`src/rtl/adc_seq_pkg.sv`:
```
package adc_seq_pkg;
   // control word field positions
   localparam int unsigned F_START  = 13;
   localparam int unsigned F_SRST   = 16;
   localparam int unsigned F_EN     = 17;
   localparam int unsigned F_FLAG   = 18;
   localparam int unsigned F_REFSEL = 19;
   localparam int unsigned F_IE     = 21;
   localparam int unsigned SEL_LSB  = 24;
   localparam int unsigned SEL_W    = 4;
   localparam int unsigned DIV_LSB  = 1;
   localparam int unsigned DIV_W    = 8;
   localparam logic [31:0] CTRL_RST = 32'h000C_0001;
endpackage

```
`src/rtl/adc_tick_timer.sv`:
```
module adc_tick_timer #(
   parameter int unsigned TICKS = 20,
   parameter int unsigned DIV_W = 8
) (
   input  logic             clk,
   input  logic             rst_n,
   input  logic             start,
   input  logic             stop,
   input  logic [DIV_W-1:0] div,
   output logic             run,
   output logic             expire
);
   localparam int unsigned PW = DIV_W + 1;
   localparam int unsigned TW = (TICKS > 2) ? $clog2(TICKS) : 1;

   generate
      if (TICKS < 2) begin : g_bad_ticks
         $error("adc_tick_timer: TICKS must be at least 2");
      end
   endgenerate

   logic [PW-1:0] pc_q, lim_q;
   logic [TW-1:0] tc_q;
   logic          wrap;

   assign wrap   = (pc_q == lim_q);
   assign expire = run && wrap && (tc_q == TW'(TICKS - 1));

   always_ff @(posedge clk or negedge rst_n) begin
      if (!rst_n) begin
         run   <= 1'b0;
         pc_q  <= '0;
         tc_q  <= '0;
         lim_q <= '0;
      end else if (stop) begin
         run <= 1'b0;
      end else if (start) begin
         run   <= 1'b1;
         pc_q  <= '0;
         tc_q  <= '0;
         lim_q <= {div, 1'b1};
      end else if (run) begin
         if (wrap) begin
            pc_q <= '0;
            if (tc_q == TW'(TICKS - 1)) run <= 1'b0;
            else                        tc_q <= tc_q + 1'b1;
         end else begin
            pc_q <= pc_q + 1'b1;
         end
      end
   end


   tick_range_chk: assert property (@(posedge clk) disable iff (!rst_n)
      run |-> (tc_q < TW'(TICKS)));
endmodule

```
`src/rtl/adc_ratio_div.sv`:
```
module adc_ratio_div #(
   parameter int unsigned IN_W = 32,
   parameter int unsigned Q_W  = 10
) (
   input  logic            clk,
   input  logic            rst_n,
   input  logic            start,
   input  logic            cancel,
   input  logic [IN_W-1:0] num,
   input  logic [IN_W-1:0] den,
   output logic            busy,
   output logic            done,
   output logic [Q_W-1:0]  quo
);
   localparam int unsigned CW = (Q_W > 2) ? $clog2(Q_W) : 1;

   generate
      if (Q_W < 2 || Q_W > IN_W) begin : g_bad_qw
         $error("adc_ratio_div: Q_W out of range");
      end
   endgenerate

   logic [IN_W-1:0] rem_q;
   logic [IN_W:0]   rem2;
   logic            ge;
   logic [Q_W-1:0]  q_q;
   logic [CW-1:0]   cnt_q;
   logic            sat_q;

   assign rem2 = {rem_q, 1'b0};
   assign ge   = (rem2 >= {1'b0, den});
   assign quo  = sat_q ? '1 : q_q;

   always_ff @(posedge clk or negedge rst_n) begin
      if (!rst_n) begin
         rem_q <= '0;
         q_q   <= '0;
         cnt_q <= '0;
         sat_q <= 1'b0;
         busy  <= 1'b0;
         done  <= 1'b0;
      end else begin
         done <= 1'b0;
         if (cancel) begin
            busy <= 1'b0;
         end else if (start) begin
            rem_q <= num;
            q_q   <= '0;
            cnt_q <= '0;
            sat_q <= (den == '0) || (num >= den);
            busy  <= 1'b1;
         end else if (busy) begin
            rem_q <= ge ? IN_W'(rem2 - {1'b0, den}) : rem2[IN_W-1:0];
            q_q   <= {q_q[Q_W-2:0], ge};
            cnt_q <= cnt_q + 1'b1;
            if (cnt_q == CW'(Q_W - 1)) begin
               busy <= 1'b0;
               done <= 1'b1;
            end
         end
      end
   end


   done_after_busy_chk: assert property (@(posedge clk) disable iff (!rst_n)
      done |-> $past(busy));
endmodule

```
`src/rtl/adc_seq_ctrl.sv`:
```
module adc_seq_ctrl
   import adc_seq_pkg::*;
#(
   parameter int unsigned CH_COUNT = 8,
   parameter int unsigned IN_W     = 32,
   parameter int unsigned ADDR_W   = 12,
   parameter int unsigned TICKS    = 20,
   parameter int unsigned RES_W    = 10,
   parameter int unsigned INT_REF  = 2000000
) (
   input  logic                     clk,
   input  logic                     rst_n,
   input  logic                     bus_wr,
   input  logic [ADDR_W-1:0]        bus_addr,
   input  logic [3:0]               bus_be,
   input  logic [31:0]              bus_wdata,
   output logic [31:0]              bus_rdata,
   input  logic [CH_COUNT*IN_W-1:0] chan_in,
   input  logic [IN_W-1:0]          ext_ref,
   output logic                     irq
);
   localparam logic [ADDR_W-1:0] A_CTRL = ADDR_W'(0);
   localparam logic [ADDR_W-1:0] A_DATA = ADDR_W'(4);

   generate
      if (CH_COUNT < 1 || CH_COUNT > (1 << SEL_W)) begin : g_bad_ch
         $error("adc_seq_ctrl: CH_COUNT out of range");
      end
      if (RES_W > 31 || RES_W >= IN_W) begin : g_bad_res
         $error("adc_seq_ctrl: RES_W out of range");
      end
   endgenerate

   logic [31:0]      ctrl_q, ctrl_mid, ctrl_w, ctrl_n;
   logic [RES_W-1:0] data_q, data_n;
   logic             irq_n;
   logic             wr_ctrl, srst, abort, tmr_start, cancel;
   logic             tmr_run, tmr_expire, div_busy, div_done;
   logic [RES_W-1:0] div_quo;
   logic [SEL_W-1:0] sel;
   logic             sel_ok;
   logic [IN_W-1:0]  sel_val, ref_val;
   logic [IN_W-1:0]  ch [CH_COUNT];

   genvar gi;
   generate
      for (gi = 0; gi < CH_COUNT; gi++) begin : g_ch
         assign ch[gi] = chan_in[gi*IN_W +: IN_W];
      end
   endgenerate

   assign sel     = ctrl_q[SEL_LSB +: SEL_W];
   assign sel_ok  = (32'(sel) < CH_COUNT);
   assign ref_val = ctrl_q[F_REFSEL] ? IN_W'(INT_REF) : ext_ref;
   assign wr_ctrl = bus_wr && (bus_be == 4'hF) && (bus_addr == A_CTRL);

   always_comb begin
      sel_val = '0;
      for (int i = 0; i < CH_COUNT; i++)
         if (sel == SEL_W'(i)) sel_val = ch[i];
   end

   always_comb begin
      ctrl_mid  = ctrl_q;
      data_n    = data_q;
      irq_n     = irq;
      if (div_done) begin
         data_n            = div_quo;
         ctrl_mid[F_START] = 1'b0;
         if (ctrl_q[F_IE]) begin
            ctrl_mid[F_FLAG] = 1'b1;
            irq_n            = 1'b1;
         end
      end
      ctrl_n    = ctrl_mid;
      ctrl_w    = bus_wdata;
      tmr_start = 1'b0;
      abort     = 1'b0;
      srst      = 1'b0;
      if (wr_ctrl) begin
         if (bus_wdata[F_FLAG]) begin
            ctrl_w[F_FLAG] = 1'b0;
            irq_n          = 1'b0;
         end else begin
            ctrl_w[F_FLAG] = ctrl_mid[F_FLAG];
         end
         if (bus_wdata[F_SRST]) begin
            srst   = 1'b1;
            ctrl_n = CTRL_RST;
            data_n = '0;
            irq_n  = 1'b0;
         end else begin
            ctrl_n = ctrl_w;
            if (ctrl_w[F_EN]) begin
               if (ctrl_w[F_START]) tmr_start = !ctrl_mid[F_START];
               else                 abort     = 1'b1;
            end
         end
      end
   end

   assign cancel = srst || abort || tmr_start;

   always_ff @(posedge clk or negedge rst_n) begin
      if (!rst_n) begin
         ctrl_q <= CTRL_RST;
         data_q <= '0;
         irq    <= 1'b0;
      end else begin
         ctrl_q <= ctrl_n;
         data_q <= data_n;
         irq    <= irq_n;
      end
   end

   always_comb begin
      case (bus_addr)
         A_CTRL:  bus_rdata = ctrl_q;
         A_DATA:  bus_rdata = 32'(data_q);
         default: bus_rdata = '0;
      endcase
   end

   adc_tick_timer #(.TICKS(TICKS), .DIV_W(DIV_W)) u_timer (
      .clk    (clk),
      .rst_n  (rst_n),
      .start  (tmr_start),
      .stop   (srst || abort),
      .div    (ctrl_n[DIV_LSB +: DIV_W]),
      .run    (tmr_run),
      .expire (tmr_expire)
   );

   adc_ratio_div #(.IN_W(IN_W), .Q_W(RES_W)) u_div (
      .clk    (clk),
      .rst_n  (rst_n),
      .start  (tmr_expire && sel_ok),
      .cancel (cancel),
      .num    (sel_val),
      .den    (ref_val),
      .busy   (div_busy),
      .done   (div_done),
      .quo    (div_quo)
   );


   irq_flag_chk: assert property (@(posedge clk) disable iff (!rst_n)
      irq |-> ctrl_q[F_FLAG]);


   start_en_chk: assert property (@(posedge clk) disable iff (!rst_n)
      $rose(tmr_run) |-> (ctrl_q[F_EN] && ctrl_q[F_START]));


   abort_chk: assert property (@(posedge clk) disable iff (!rst_n)
      (wr_ctrl && bus_wdata[F_EN] && !bus_wdata[F_START] && !bus_wdata[F_SRST])
      |=> (!tmr_run && !div_busy));


   data_src_chk: assert property (@(posedge clk) disable iff (!rst_n)
      (data_q != $past(data_q)) |-> ($past(div_done) || $past(wr_ctrl && bus_wdata[F_SRST])));


   bad_sel_chk: assert property (@(posedge clk) disable iff (!rst_n)
      (tmr_expire && !sel_ok && !wr_ctrl) |=> (ctrl_q[F_START] && !div_busy));
endmodule

```
`config.mk`:
```
export PLATFORM = sky130hd
export DESIGN_NAME = adc_seq_ctrl
export DESIGN_NICKNAME = d
export VERILOG_FILES = /design/src/rtl/adc_seq_pkg.sv /design/src/rtl/adc_tick_timer.sv /design/src/rtl/adc_ratio_div.sv /design/src/rtl/adc_seq_ctrl.sv
export SDC_FILE = /design/constraint.sdc
export NUM_CORES = 1
export LEC_CHECK = 0
export BUFFER_PORTS_ARGS = -buffer_cell sky130_fd_sc_hd__buf_2
export CAP_MARGIN = 20
export CORE_MARGIN = 1.5
export CORE_UTILIZATION = 50
export DETAILED_ROUTE_END_ITERATION = 7
export GPL_TIMING_DRIVEN = 0
export PLACE_DENSITY = 0.81
export SYNTH_ARGS = -nofsm -noshare
export SYNTH_HDL_FRONTEND = slang
export SYNTH_SLANG_ARGS = --single-unit
```
`constraint.sdc`:
```
create_clock -name clk -period 5.1 [get_ports clk]
set_input_delay 1.02 -clock clk [delete_from_list [all_inputs] [get_ports clk]]
set_output_delay 1.02 -clock clk [all_outputs]
set_load 0.1 [all_outputs]
```
# ---- Word-level counts from Yosys, hierarchy flattened
# Index checks and enable logic that the tools add are counted.
dict set report totals {
  word_cells 118
  regBits 116
  input_bits 339
  out_inout_bits 33
}
dict set report classes {
  n_mux 62
  n_addsub 4
  reduce_logical 20
  n_lt_le_gt_ge 3
  n_bitwise 2
  n_eq_ne 13
}
# operator count
set op_table {}
lappend op_table {{32-bit 2-to-1 mux} 13}
lappend op_table {{32-bit one-hot mux with 2 select lines} 1}
lappend op_table {{10-bit 2-to-1 mux} 6}
lappend op_table {{33-bit by 32-bit >= comparator with 1-bit output} 1}
lappend op_table {{32-bit >= comparator} 1}
lappend op_table {{32-bit zero test} 1}
lappend op_table {{1-bit 2-to-1 mux} 32}
lappend op_table {{32-bit subtractor} 1}
lappend op_table {{9-bit 2-to-1 mux} 3}
lappend op_table {{5-bit 2-to-1 mux} 4}
lappend op_table {{19-bit 2-to-1 mux} 1}
lappend op_table {{4-bit by 3-bit == test with 1-bit output (second input constant)} 4}
lappend op_table {{12-bit by 3-bit == test with 1-bit output (second input constant)} 1}
lappend op_table {{12-bit zero test} 1}
lappend op_table {{9-bit by 1-bit adder with 9-bit output (second input constant)} 1}
lappend op_table {{9-bit == test} 1}
lappend op_table {{4-bit by 2-bit == test with 1-bit output (second input constant)} 2}
lappend op_table {{4-bit == test (second input constant)} 2}
lappend op_table {{4-bit 2-to-1 mux} 2}
lappend op_table {{2-bit AND reduction} 4}
lappend op_table {{2-bit nonzero test} 3}
lappend op_table {{5-bit by 1-bit adder with 5-bit output (second input constant)} 1}
lappend op_table {{5-bit == test (second input constant)} 1}
lappend op_table {{1-bit logical AND} 5}
lappend op_table {{9 further kinds} 12}

# ---- Longest topological paths before layout
dict set report depth {
  depth_word 11
  depth_mapped 17
  mapped_depth_nobuf 14
}

# ---- Modules after synthesis
# From an unflattened synthesis, not the netlist that was laid out.
dict set report unflattened {
  cells_unflattened 1250
  area_unflattened_um2 11041.8
}
# module seq_area_each_um2 cells_each n_inst area_per_inst_um2
set modules_own_cells {}
lappend modules_own_cells {adc_ratio_div 1226.2 655 1 5163.7}
lappend modules_own_cells {adc_seq_ctrl 1054.8 434 1 4513.1}
lappend modules_own_cells {adc_tick_timer 600.6 161 1 1365.1}

# ---- Least setup slack after synthesis
# Ideal clock, no wire load.
dict set report synth_path {
  path_type {input to output}
  startpoint {input bus_addr[8]}
  endpoint {output bus_rdata[0]}
  stages 4
  setup_slack_ns 1.142
  t_required_ns 4.080
  arrival_ns 2.938
  path_buffers 1
  path_cell_list {nor4_4 > nand3_1 > clkbuf_1 > nor2_1}
}
dict set report synth_between {
  elab_chain_len 2
  word_cells_on_any_way 3
  cone_classes {eq/ne: 1; mux: 1; reduce/logical: 1}
}
# item line_no
set synth_rtl {}
lappend synth_rtl {{start, declared} adc_seq_ctrl.sv:14} ;# input logic [ADDR_W-1:0] bus_addr,
lappend synth_rtl {{12-bit by 3-bit == test with 1-bit output / 12-bit zero test (equally long branches)} adc_seq_ctrl.sv:117} ;# case (bus_addr)
lappend synth_rtl {{32-bit one-hot mux with 2 select lines *} adc_seq_ctrl.sv:117}
lappend synth_rtl {{end, declared} adc_seq_ctrl.sv:17} ;# output logic [31:0] bus_rdata,
# Every way passes the cells marked *; elsewhere a longest branch is shown, timed or not.

# ---- Worst setup path after layout
dict set report layout_path {
  startpoint {register ctrl_q[27]}
  endpoint {register u_div.sat_q}
}
dict set report layout_between {
  elab_chain_len 11
  word_cells_on_any_way 21
  cone_classes {order compare: 2; eq/ne: 7; mux: 8; reduce/logical: 4}
}
# item line_no
set layout_rtl {}
lappend layout_rtl {{start, declared} adc_seq_ctrl.sv:34} ;# logic [31:0] ctrl_q, ctrl_mid, ctrl_w, ctrl_n;
lappend layout_rtl {{start signal, assigned} adc_seq_ctrl.sv:110} ;# ctrl_q <= ctrl_n;
lappend layout_rtl {{4-bit zero test} adc_seq_ctrl.sv:60} ;# if (sel == SEL_W'(i)) sel_val = ch[i];
lappend layout_rtl {{32-bit 2-to-1 mux (8 in series)} adc_seq_ctrl.sv:60}
lappend layout_rtl {{32-bit >= comparator} adc_ratio_div.sv:50} ;# sat_q <= (den == '0) || (num >= den);
lappend layout_rtl {{1-bit logical OR} adc_ratio_div.sv:50}
lappend layout_rtl {{end signal, assigned} adc_ratio_div.sv:50}
lappend layout_rtl {{end, declared} adc_ratio_div.sv:28} ;# logic sat_q;
# Parallel ways exist; a longest one is shown, timed or not.
# A chain may end at the register's enable or synchronous reset.

==> insert_results.sql <==
INSERT INTO impl_metrics (metric_group, metric, value, unit) VALUES
('outcome', 'status', 'finished with violations', ''),
('outcome', 'failed_checks', 'DRC', ''),
('clock_tree', 'cts_num_sinks', '115', ''),
('critical_path', 'cp_data_arrival_time', '5170', 'ps'),
('routing', 'postRouteAntennaNets', '0', ''),
('timing', 'timing_worst_slew_pin_value', '1240', 'ps'),
('synth', 'netlist.area_leader.share', '0.284', ''),
('grt', 'gr_usage_total', '0.447', ''),
('clock_tree', 'clk-insertion-delay-late', '420', 'ps'),
('timing', 'min_period_over_period', '0.955', ''),
('floorplan', 'num_io_pins', '372', ''),
('grt', 'grt_start_max_net_pins', '62', ''),
('clock_tree', 'cts_max_level', '4', ''),
('final_layout', 'layout-area-overhead-vs-synth', '28.9', '%'),
('synth', 'post_synthesis_instance_area', '9860', 'µm²'),
('synth', 'synth-main-ff-cell', 'dfrtp_1', ''),
('routing', 'vias', '12000', ''),
('routing', 'drtIter0Drc', '1257', ''),
('grt', 'global_route_wire_length_before_repair', '67300', 'µm'),
('placement', 'dp_hpwl', '37500', 'µm'),
('timing', 'final-max-slew-violation-count', '0', ''),
('floorplan', 'fp.dieW', '143', 'µm'),
('grt', 'global_route.overflow_total', '0', ''),
('floorplan', 'die_y', '143', 'µm'),
('synth', 'synthTopCellsByCount', 'nand2_1 (146), nor2_1 (115), dfrtp_1 (112), a21oi_1 (90), a22oi_1 (83)', ''),
('routing', 'routed_wl', '46000', 'µm'),
('timing', 'fin_crit', '4870', 'ps'),
('final_layout', 'post-route-util', '0.655', ''),
('placement', 'io_buffer_count', '370', ''),
('timing', 'timing.final.ws_setup', '230', 'ps'),
('critical_path', 'timing.setup.critical_path_class', 'flip-flop to flip-flop', ''),
('timing', 'max_clk_rate', '205', 'MHz'),
('final_layout', 'layout.area.seq', '2880', 'µm²'),
('pwr', 'peakVddDrop', '0.230', 'mV'),
('final_layout', 'final_layout_size_suffix_gt1_frac', '0.282', ''),
('timing', 'summed_negative_setup_slack_over_all_endpoints', '0', 'ps'),
('job', 'drv.max_cap_violation_count', '0', ''),
('routing', 'via_per_inst', '6.33', ''),
('placement', 'gp_congestion', '1.13', ''),
('timing', 'finalSetupViolations', '0', ''),
('clock_tree', 'clock-root-buffer', 'clkbuf_16', ''),
('synth', 'syn-instance-count', '1222', ''),
('floorplan', 'die_area', '20600', 'µm²'),
('clock_tree', 'cts_made_buffers', '17', ''),
('floorplan', 'floorplan.rows', '51', ''),
('clock_tree', 'cts-root-to-sink-buffers', '2', ''),
('timing', 'hold_viol', '0', ''),
('synth', 'syn_avg_cell_area', '8.07', 'µm²'),
('final_layout', 'fillers', '1724', ''),
('floorplan', 'start_util', '0.508', ''),
('synth', 'synth_async_sr_flop_share', '1.00', ''),
('critical_path', 'timing.critical_path.fanout_max', '10', ''),
('synth', 'synthTopCellsByArea', 'dfrtp_1 (28%), ha_1 (8.6%), a22oi_1 (6.3%)', ''),
('worst_hold_path', 'min-delay-path-class', 'flip-flop to flip-flop', ''),
('pwr', 'power.leakage', '6.28', 'nW'),
('timing', 'fin_skew', '8.28', 'ps'),
('synth', 'synth_most_common_cell', 'nand2_1', ''),
('grt', 'antenna_found_initial', '6', ''),
('synth', 'edff_count_synth', '0', ''),
('routing', 'drt-wirelength-per-cell', '24.2', 'µm'),
('synth', 'library_cells_used_by_synthesis', '71', ''),
('final_layout', 'nNetsFinal', '2022', ''),
('critical_path', 'critical_path_capture_point_type', 'flip-flop', ''),
('pwr', 'fin_total_pwr', '2.40', 'mW'),
('grt', 'grt_pass1_vias', '11500', ''),
('floorplan', 'core_area', '19400', 'µm²'),
('synth', 'synth_warnings', '0', ''),
('clock_tree', 'tritoncts', 'built', ''),
('timing', 'rsz0062_at_grt', 'false', ''),
('routing', 'drcViolationCount', '11', ''),
('final_layout', 'area_of_the_multi_input_gates', '6590', 'µm²'),
('clock_tree', 'clkTransAtPathRegs', '60', 'ps'),
('synth', 'yosysTopAreaCell', 'dfrtp_1', ''),
('clock_tree', 'postCtsHoldBufs', '0', ''),
('timing', 'slew_headroom', '0.168', ''),
('synth', 'yosys_register_bits', '115', ''),
('synth', 'yosysSeqAreaShare', '0.292', ''),
('routing', 'drt_pre_antenna_iters', '8', ''),
('clock_tree', 'postCtsSetupRepairBufs', '0', ''),
('synth', 'postSynthNetCount', '1630', ''),
('placement', 'pre_cts_ws', '297', 'ps'),
('pwr', 'pwr_density_cell', '189', 'nW/µm²'),
('critical_path', 'critical_path.startpoint_type', 'flip-flop', ''),
('critical_path', 'required', '5400', 'ps');
==> worst max-delay path: stages (launching register included) <==
cell and delay [ps]:
dfrtp_1 370, clkbuf_1 270, nand2b_1 300, nor3_1 970
clkbuf_1 490, a222oi_1 300, nand2_1 110, o21ai_0 80
a22oi_1 270, ha_1 300, a21o_1 160, a21o_1 180
a211o_1 290, a21oi_1 110, o21ai_0 140, a211oi_1 320
nor2_1 80
==> stage by stage <==
| stage | area [µm²] | hold WS, ps | instances |
|---|---|---|---|
| after global placement | 12000 | 442 | 1857 |
| after CTS | 12700 | 461 | 1891 |
| final | 12700 | 459 | 1900 |
| after floorplan | 9860 | 430 | 1222 |
| after global routing | 12700 | 478 | 1896 |
| after detailed placement | 12100 | 447 | 1859 |
==> registers in the layout (all words and copies together) (netlist names) <==
signal and flops:
data_q 10, u_timer.lim_q 9, u_timer.pc_q 9, u_timer.tc_q 5
u_div.busy 1, irq 1, ctrl_q 31, u_timer.run 1
u_div.q_q 10, u_div.sat_q 1, u_div.cnt_q 4, u_div.done 1
u_div.rem_q 32
==> worst paths after layout <==
check / cells after the start / slack (ps) / startpoint / endpoint
min: 2 / 460 / ctrl_q[10] / ctrl_q[10]
max: 16 / 230 / ctrl_q[27] / u_div.sat_q
max in group asynchronous: 2 / 3800 / rst_n / ctrl_q[0]
max reg2reg: 16 / 230 / ctrl_q[27] / u_div.sat_q
min in group asynchronous: 1 / 560 / rst_n / ctrl_q[8]
min reg2reg: 2 / 460 / ctrl_q[10] / ctrl_q[10]
==> layout make-up <==
| type | instances | area share |
|---|---|---|
| flip-flops and latches | 115 | 0.227 |
| plain buffers | 75 | 0.0243 |
| well taps | 265 | 0.0261 |
| multi-input cells | 1009 | 0.519 |
| clock buffers | 17 | 0.0335 |
| clock inverters | 15 | 0.0129 |
| inverters | 23 | 0.00680 |
| repair buffers | 373 | 0.149 |
| diodes | 8 | 0.00158 |
==> cells by family after synthesis <==
family,after synthesis,share of synthesized area
and+or+nand+nor,484,0.246
buffers and inverters,98,0.0401
muxes,34,0.0359
adders and majority gates,69,0.0883
xor gates and xnor gates,38,0.0338
other,1,0.000380
DFF,115,0.292
AOI/OAI and AO/OA,383,0.263
==> layout by cell type, fill, tap and decap left out, drive strengths merged, types with 7 or more instances in the layout <==
cell    synthesis  final
nor2b           7      7
nand2         147    147
mux2           11     11
xnor2          11     11
clkbuf         54     72
a21o           19     19
ha             68     68
inv            23     32
buf            21    393
a22o           12     12
mux2i          23     23
a21oi          90     90
o211ai         11     11
or3            10     10
nand2b         15     15
nor3           31     31
nor4           10     10
a222oi         17     17
nand3b         32     32
a211oi         14     14
nand3          34     34
dfrtp         112    112
o21ai          56     56
a22oi          83     83
nand4          35     35
and2           26     26
nor2          115    115
xor2           27     27
o22ai          16     16
a31oi          14     14
diode           0      8
o21a            9      9
o31ai          11     11
==> routing by layer <==
layer / share of wire / track usage / vias up
met5: 0 / 0 / -
met4: 0.079 / 0.332 / 0
met3: 0.11 / 0.132 / 183
met2: 0.44 / 0.688 / 816
met1: 0.37 / 0.528 / 5641
li1: - / - / 5387
==> power by group <==
| part | internal, mW | total, mW | switching, mW |
|---|---|---|---|
| clock network | 0.695 | 1.20 | 0.510 |
| registers | 0.913 | 0.913 | 0.000115 |
| logic | 0.133 | 0.285 | 0.152 |
| total | 1.74 | 2.40 | 0.662 |
==> repair_timing <==
action,4_1_cts,5_1_grt
resized for setup,0,1
hold endpoints to repair,0,0
endpoints found under the setup margin,0,1
(Power assumes the default switching activity.)
